File: src/rtl/osd_timing_seq.sv
module osd_timing_seq #(
  parameter int ROWS    = 15,
  parameter int COLS    = 30,
  parameter int CELL_W  = 10,
  parameter int GLYPH_H = 16,
  parameter int PWM_DIV = 10
) (
  input  logic                       clk,
  input  logic                       rst_n,
  input  logic                       hflb_n,
  input  logic                       vflb_n,
  input  logic [7:0]                 vdelay,
  input  logic [6:0]                 hdelay,
  input  logic [5:0]                 char_h,
  input  logic [1:0]                 res_sel,
  input  logic                       pwm_en,
  input  logic [ROWS-1:0]            row_dbl_h,
  input  logic [ROWS-1:0]            row_dbl_w,
  output logic [$clog2(ROWS)-1:0]    mem_row,
  output logic [$clog2(COLS)-1:0]    mem_col,
  output logic [$clog2(GLYPH_H)-1:0] glyph_line,
  output logic [$clog2(CELL_W)-1:0]  glyph_dot,
  output logic                       active,
  output logic                       pwm_clk
);
  localparam int RW  = $clog2(ROWS);
  localparam int CW  = $clog2(COLS);
  localparam int GW  = $clog2(GLYPH_H);
  localparam int DW  = $clog2(CELL_W);
  localparam int PW  = $clog2(PWM_DIV);
  localparam int HCW = 11;
  localparam int LCW = 11;

  logic hflb_q, vflb_q;
  wire  h_edge = hflb_q & ~hflb_n;
  wire  v_edge = vflb_q & ~vflb_n;

  logic [HCW-1:0] hcnt;
  logic [LCW-1:0] lcnt;
  logic [PW-1:0]  pcnt;
  logic [HCW-1:0] line_dots;

  wire [HCW-1:0] h_start = HCW'(hdelay) * HCW'(5) + HCW'(47);
  wire [LCW-1:0] v_start = LCW'({vdelay, 2'b00}) + LCW'(1);

  always_comb begin
    case (res_sel)
      2'b01:   line_dots = HCW'(480);
      2'b11:   line_dots = HCW'(640);
      default: line_dots = HCW'(320);
    endcase
  end

  wire in_line = hcnt < line_dots;

  always_ff @(posedge clk) begin
    if (!rst_n) begin
      hflb_q <= 1'b1;
      vflb_q <= 1'b1;
    end else begin
      hflb_q <= hflb_n;
      vflb_q <= vflb_n;
    end
  end

  always_ff @(posedge clk) begin
    if (!rst_n) begin
      hcnt <= '1;
      pcnt <= '0;
    end else if (h_edge) begin
      hcnt <= '0;
      pcnt <= '0;
    end else begin
      if (hcnt != '1) hcnt <= hcnt + HCW'(1);
      pcnt <= (pcnt == PW'(PWM_DIV-1)) ? '0 : pcnt + PW'(1);
    end
  end

  always_ff @(posedge clk) begin
    if (!rst_n)                   lcnt <= '0;
    else if (v_edge)              lcnt <= '0;
    else if (h_edge && lcnt != '1) lcnt <= lcnt + LCW'(1);
  end

  logic          vact, dh_half;
  logic [RW-1:0] mrow;
  logic [5:0]    sline;
  logic [5:0]    gacc;
  logic [GW-1:0] gline;

  wire       cur_dh = row_dbl_h[mrow];
  wire       cur_dw = row_dbl_w[mrow];
  wire [6:0] gsum   = {1'b0, gacc} + (cur_dh ? 7'(GLYPH_H/2) : 7'(GLYPH_H));
  wire       g_wrap = gsum >= {1'b0, char_h};
  wire       row_end = sline == (char_h - 6'd1);

  always_ff @(posedge clk) begin
    if (!rst_n) begin
      vact    <= 1'b0;
      dh_half <= 1'b0;
      mrow    <= '0;
      sline   <= '0;
      gacc    <= '0;
      gline   <= '0;
    end else if (v_edge) begin
      vact <= 1'b0;
    end else if (h_edge) begin
      if (!vact && (lcnt + LCW'(1) == v_start)) begin
        vact    <= 1'b1;
        dh_half <= 1'b0;
        mrow    <= '0;
        sline   <= '0;
        gacc    <= '0;
        gline   <= '0;
      end else if (vact) begin
        if (row_end && !(cur_dh && !dh_half)) begin
          sline   <= '0;
          dh_half <= 1'b0;
          gacc    <= '0;
          gline   <= '0;
          if (mrow == RW'(ROWS-1)) vact <= 1'b0;
          else                     mrow <= mrow + RW'(1);
        end else begin
          if (row_end) begin
            sline   <= '0;
            dh_half <= 1'b1;
          end else begin
            sline <= sline + 6'd1;
          end
          if (g_wrap) begin
            gacc  <= 6'(gsum - {1'b0, char_h});
            gline <= gline + GW'(1);
          end else begin
            gacc <= gsum[5:0];
          end
        end
      end
    end
  end

  logic          hact, wph;
  logic [DW-1:0] dcnt;
  logic [CW-1:0] ccnt;

  wire        h_step   = ~cur_dw | wph;
  wire [CW:0] col_next = {1'b0, ccnt} + (cur_dw ? (CW+1)'(2) : (CW+1)'(1));

  always_ff @(posedge clk) begin
    if (!rst_n) begin
      hact <= 1'b0;
      wph  <= 1'b0;
      dcnt <= '0;
      ccnt <= '0;
    end else if (h_edge) begin
      hact <= 1'b0;
    end else if (!hact && (hcnt == h_start - HCW'(1))) begin
      hact <= 1'b1;
      wph  <= 1'b0;
      dcnt <= '0;
      ccnt <= '0;
    end else if (hact) begin
      wph <= cur_dw & ~wph;
      if (h_step) begin
        if (dcnt == DW'(CELL_W-1)) begin
          dcnt <= '0;
          if (col_next >= (CW+1)'(COLS)) hact <= 1'b0;
          else                           ccnt <= col_next[CW-1:0];
        end else begin
          dcnt <= dcnt + DW'(1);
        end
      end
    end
  end

  assign mem_row    = mrow;
  assign mem_col    = ccnt;
  assign glyph_line = gline;
  assign glyph_dot  = dcnt;
  assign active     = vact & hact & in_line;
  assign pwm_clk    = pwm_en & in_line & (pcnt < PW'(PWM_DIV/2));
endmodule

File: config.mk
export PLATFORM = sky130hd
export DESIGN_NAME = osd_timing_seq
export DESIGN_NICKNAME = d
export VERILOG_FILES = /design/src/rtl/osd_timing_seq.sv
export SDC_FILE = /design/constraint.sdc
export NUM_CORES = 1
export LEC_CHECK = 0
export BUFFER_PORTS_ARGS = -buffer_cell sky130_fd_sc_hd__buf_2
export CAP_MARGIN = 15
export CORE_MARGIN = 2
export CORE_UTILIZATION = 52
export DETAILED_ROUTE_END_ITERATION = 7
export GPL_ROUTABILITY_DRIVEN = 0
export PLACE_DENSITY = 0.8
export SLEW_MARGIN = 20
export SYNTH_ARGS = -nofsm -noshare
export SYNTH_HDL_FRONTEND = slang
export SYNTH_SLANG_ARGS = --single-unit
File: constraint.sdc
create_clock -name clk -period 3.8 [get_ports clk]
set_input_delay 0 -clock clk [delete_from_list [all_inputs] [get_ports clk]]
set_output_delay 0 -clock clk [all_outputs]
set_load 0.05 [all_outputs]
==> results_dict.tcl <==
set metrics [dict create \
    overflow 0 \
    multi_input_area_mm2 0.00321 \
    period_share_pct 94.8 \
    antenna_found_initial 0 \
    finalMaxSlewViolations 0 \
    hold_path.class "primary input to register" \
    yosys_warnings 0 \
    area_growth_pct 16.6 \
    nNetsFinal 734 \
    port_buffers 76 \
    hpwl_um 8230 \
    clockBufferDepth 2 \
    grt_use_total_pct 22.7 \
    rr_worst_depth 15 \
    grt_pass1_wl_um 18500 \
    hold_depth 2 \
    syn_nets 651 \
    leakagePower_nw 2.27 \
    dieWidth_um 98.3 \
    firstDrtPassIters 5 \
    yosysTopAreaCellShare_pct 26.4 \
    grt_pass1_vias 4217 \
    drt-vias-per-instance 5.77 \
    p_per_area_mw_per_mm2 303 \
    wl_met3_um 523 \
    crit_type "register to register" \
    synth_ff_type "dfxtp_1" \
    cp_max_fo 9 \
    nFillCells 783 \
    core_area_mm2 0.00868 \
    drcViolationCount 0 \
    path_depth 15 \
    cp_common_cell "inv_1" \
    clock-sinks 61 \
    cp_num_buf_inv 3 \
    peakVddDrop_mv 0.205 \
    n_antenna_cell 0 \
    cp_data_arrival_time_ns 3.82 \
    synthCells 547 \
    synth.avg_cell_area_um2 8.45 \
    outcome "completed" \
    clkTransAtPathRegs_ns 0.07 \
    place_area_mm2 0.00511 \
    worstSetupEndpointType "register" \
    grt_max_degree 28 \
    cts_made_buffers 9 \
    place_inst 721 \
    top_level_ports 77 \
    finalSetupViolations 0 \
    r2r-start "mem_row[0]$_SDFFE_PN0P_" \
    syn_area_mm2 0.00462 \
    clock_latency_ns 0.34 \
    instances_no_fill 743 \
    row_count 34 \
    antenna_left 0 \
    cap_violations 0 \
    min_from "rst_n" \
    top_layer "met4" \
    hold_path_end "vflb_q$_SDFF_PN1_" \
    finalClockSkew_ns 0.0127 \
    tightestPinTransition_ns 0.781 \
    cp_top_family "adder cells" \
    cts_tree "built" \
    cts_htree_levels 3 \
    regArea_mm2 0.00123 \
    dieArea_mm2 0.00966 \
    clockRootBuffer "clkbuf_8" \
    synth_edf_count 0 \
    fmaxAchievable_ghz 0.278 \
    drt_iter0_markers 122 \
    post_drt_wl_per_cell_um 14.7 \
    yosys-top-cells-area "dfxtp_1, ha_1, xnor2_1, xor2_1, nand2_1" \
    routedLengthMet1_um 4690 \
    postLayoutCellArea_mm2 0.00539 \
    slowest_stage "mux4_2" \
    synth-seq-cells 61 \
    path_cells "mux4_2 -> nor2_2 -> o22a_1 -> inv_1 -> ha_1 -> inv_1 -> fa_1 -> inv_1 -> ha_1 -> and3_1 -> a31oi_1 -> a31oi_2 -> mux2_2 -> a22oi_1 -> nor2_1" \
    die_h_um 98.3 \
    wl_met2_um 5620 \
    r2r_slack_ns 0.20 \
    start_kind "register" \
    cpPeakStageDelay_ns 0.53 \
    synthArstFlopShare_pct 0 \
    initial_core_util_pct 53.3 \
    ys_types 69 \
    hold_viol_final 0 \
    yosys.area.top_type "dfxtp_1" \
    crit_required_ns 4.01 \
    fin_util_pct 62.1 \
    r2r-end "gacc[3]$_SDFFE_PN0P_" \
    fin_crit_ns 3.60 \
    via_count 4285 \
    ys_seq_area_share_pct 26.4 \
    drt_wl_total_um 10900 \
    drive_gt1_share_pct 20.0 \
    whs_ns 0.0823 \
    maxSlewHeadroom_pct 47.9 \
]
state kept, by name, indices dropped and copies added (netlist names):
register    cells
mem_row         4
glyph_dot       4
sline           6
lcnt           11
hact            1
dh_half         1
mem_col         5
hcnt           11
hflb_q          1
gacc            6
wph             1
pcnt            4
vflb_q          1
glyph_line      4
vact            1
cell usage after synthesis, types with 3 or more instances:
library cell  count
nor3_1            9
xnor2_1          27
a21oi_1          30
a21boi_0          3
nand4_1           7
o21a_1            4
nand3_1          18
o211ai_1          4
mux4_2            4
xor2_1           26
clkbuf_1          8
nor2b_1          11
mux2i_1          10
ha_1             40
and2_1            5
a211oi_1          4
dfxtp_1          61
nand2_1          47
fa_1              6
a31oi_1          10
nor4_1            4
nand2b_1         11
or2_2             3
o21ai_0          33
or3_1            10
inv_1            39
nor2_1           37
and4_1            5
buf_2             4
a21o_1            5
a311oi_1          4
o31ai_1           3
o32ai_1           3
and3_1            6
area by class of cell:
class,count,share of cell area (%)
multi-input cells,432,59.6
flip-flops and latches,61,22.8
repair buffers,86,8.49
inverters,40,2.78
well taps,108,2.51
clock buffers,11,2.44
clock inverters,5,1.39
stage by stage:
step / setup TNS (ns) / worst slack, ns / total power, mW
after global placement: 0 / 0.136 / 1.01
after global routing: -0.00736 / -0.00536 / 1.71
final: 0 / 0.197 / 1.63
after detailed placement: -0.0445 / -0.0232 / 1.02
after CTS: 0 / 0.0238 / 1.64
after floorplan: 0 / 0.0104 / 0.930
layout by cell type (no fill, tap or decap), drive strengths merged, types with 7 or more instances in the layout:
master and n:
nor2b 11, a21oi 32, mux2i 11, clkbuf 12
nand2b 11, nor3 9, buf 83, nor2 37
xor2 26, inv 39, ha 40, dfxtp 61
nand4 7, or3 10, xnor2 27, o21ai 35
nand2 47, nand3 19, a31oi 10
how the worst max path moves through the flow:
stage	endpoint	from	slack (ns)
2_1_floorplan	mem_col[1]$_SDFFE_PN0P_	mem_row[0]$_SDFFE_PN0P_	0.01
3_3_place_gp	glyph_line[3]$_SDFFE_PN0P_	mem_row[1]$_SDFFE_PN0P_	0.14
3_5_place_dp	glyph_line[3]$_SDFFE_PN0P_	mem_row[1]$_SDFFE_PN0P_	-0.02
4_1_cts	gacc[3]$_SDFFE_PN0P_	mem_row[1]$_SDFFE_PN0P_	0.02
5_1_grt	gacc[3]$_SDFFE_PN0P_	mem_row[1]$_SDFFE_PN0P_	-0.005
6_report	gacc[3]$_SDFFE_PN0P_	mem_row[0]$_SDFFE_PN0P_	0.20
kinds of logic after synthesis:
family / after synthesis / synth area share [%]
adders and majority gates: 47 / 13.6
buffers and inverters: 54 / 4.68
muxes: 19 / 6.23
and+or+nand+nor: 184 / 20.6
DFF: 61 / 26.4
AOI/OAI and AO/OA: 129 / 18.4
xor gates and xnor gates: 53 / 10.0
where the power goes:
group	switching [mW]	internal (mW)	leakage (nW)
Clock	0.254	0.367	0.107
Combinational	0.174	0.158	1.67
Sequential	0.0255	0.655	0.498
layer usage:
layer | vias up | track usage [%]
li1 | 2132 | -
met2 | 120 | 40.9
met1 | 2022 | 27.3
met4 | 0 | 6.85
met5 | - | 0
met3 | 11 | 4.37
timing repair:
item	in CTS	in global routing
endpoints found under the hold margin	2	0
gates resized for setup	1	9
pin swaps	0	3
endpoints found under the setup margin	3	13
buffers inserted	0	4
hold buffers	2	0
No activity file was read; power rests on OpenSTA's default activity.
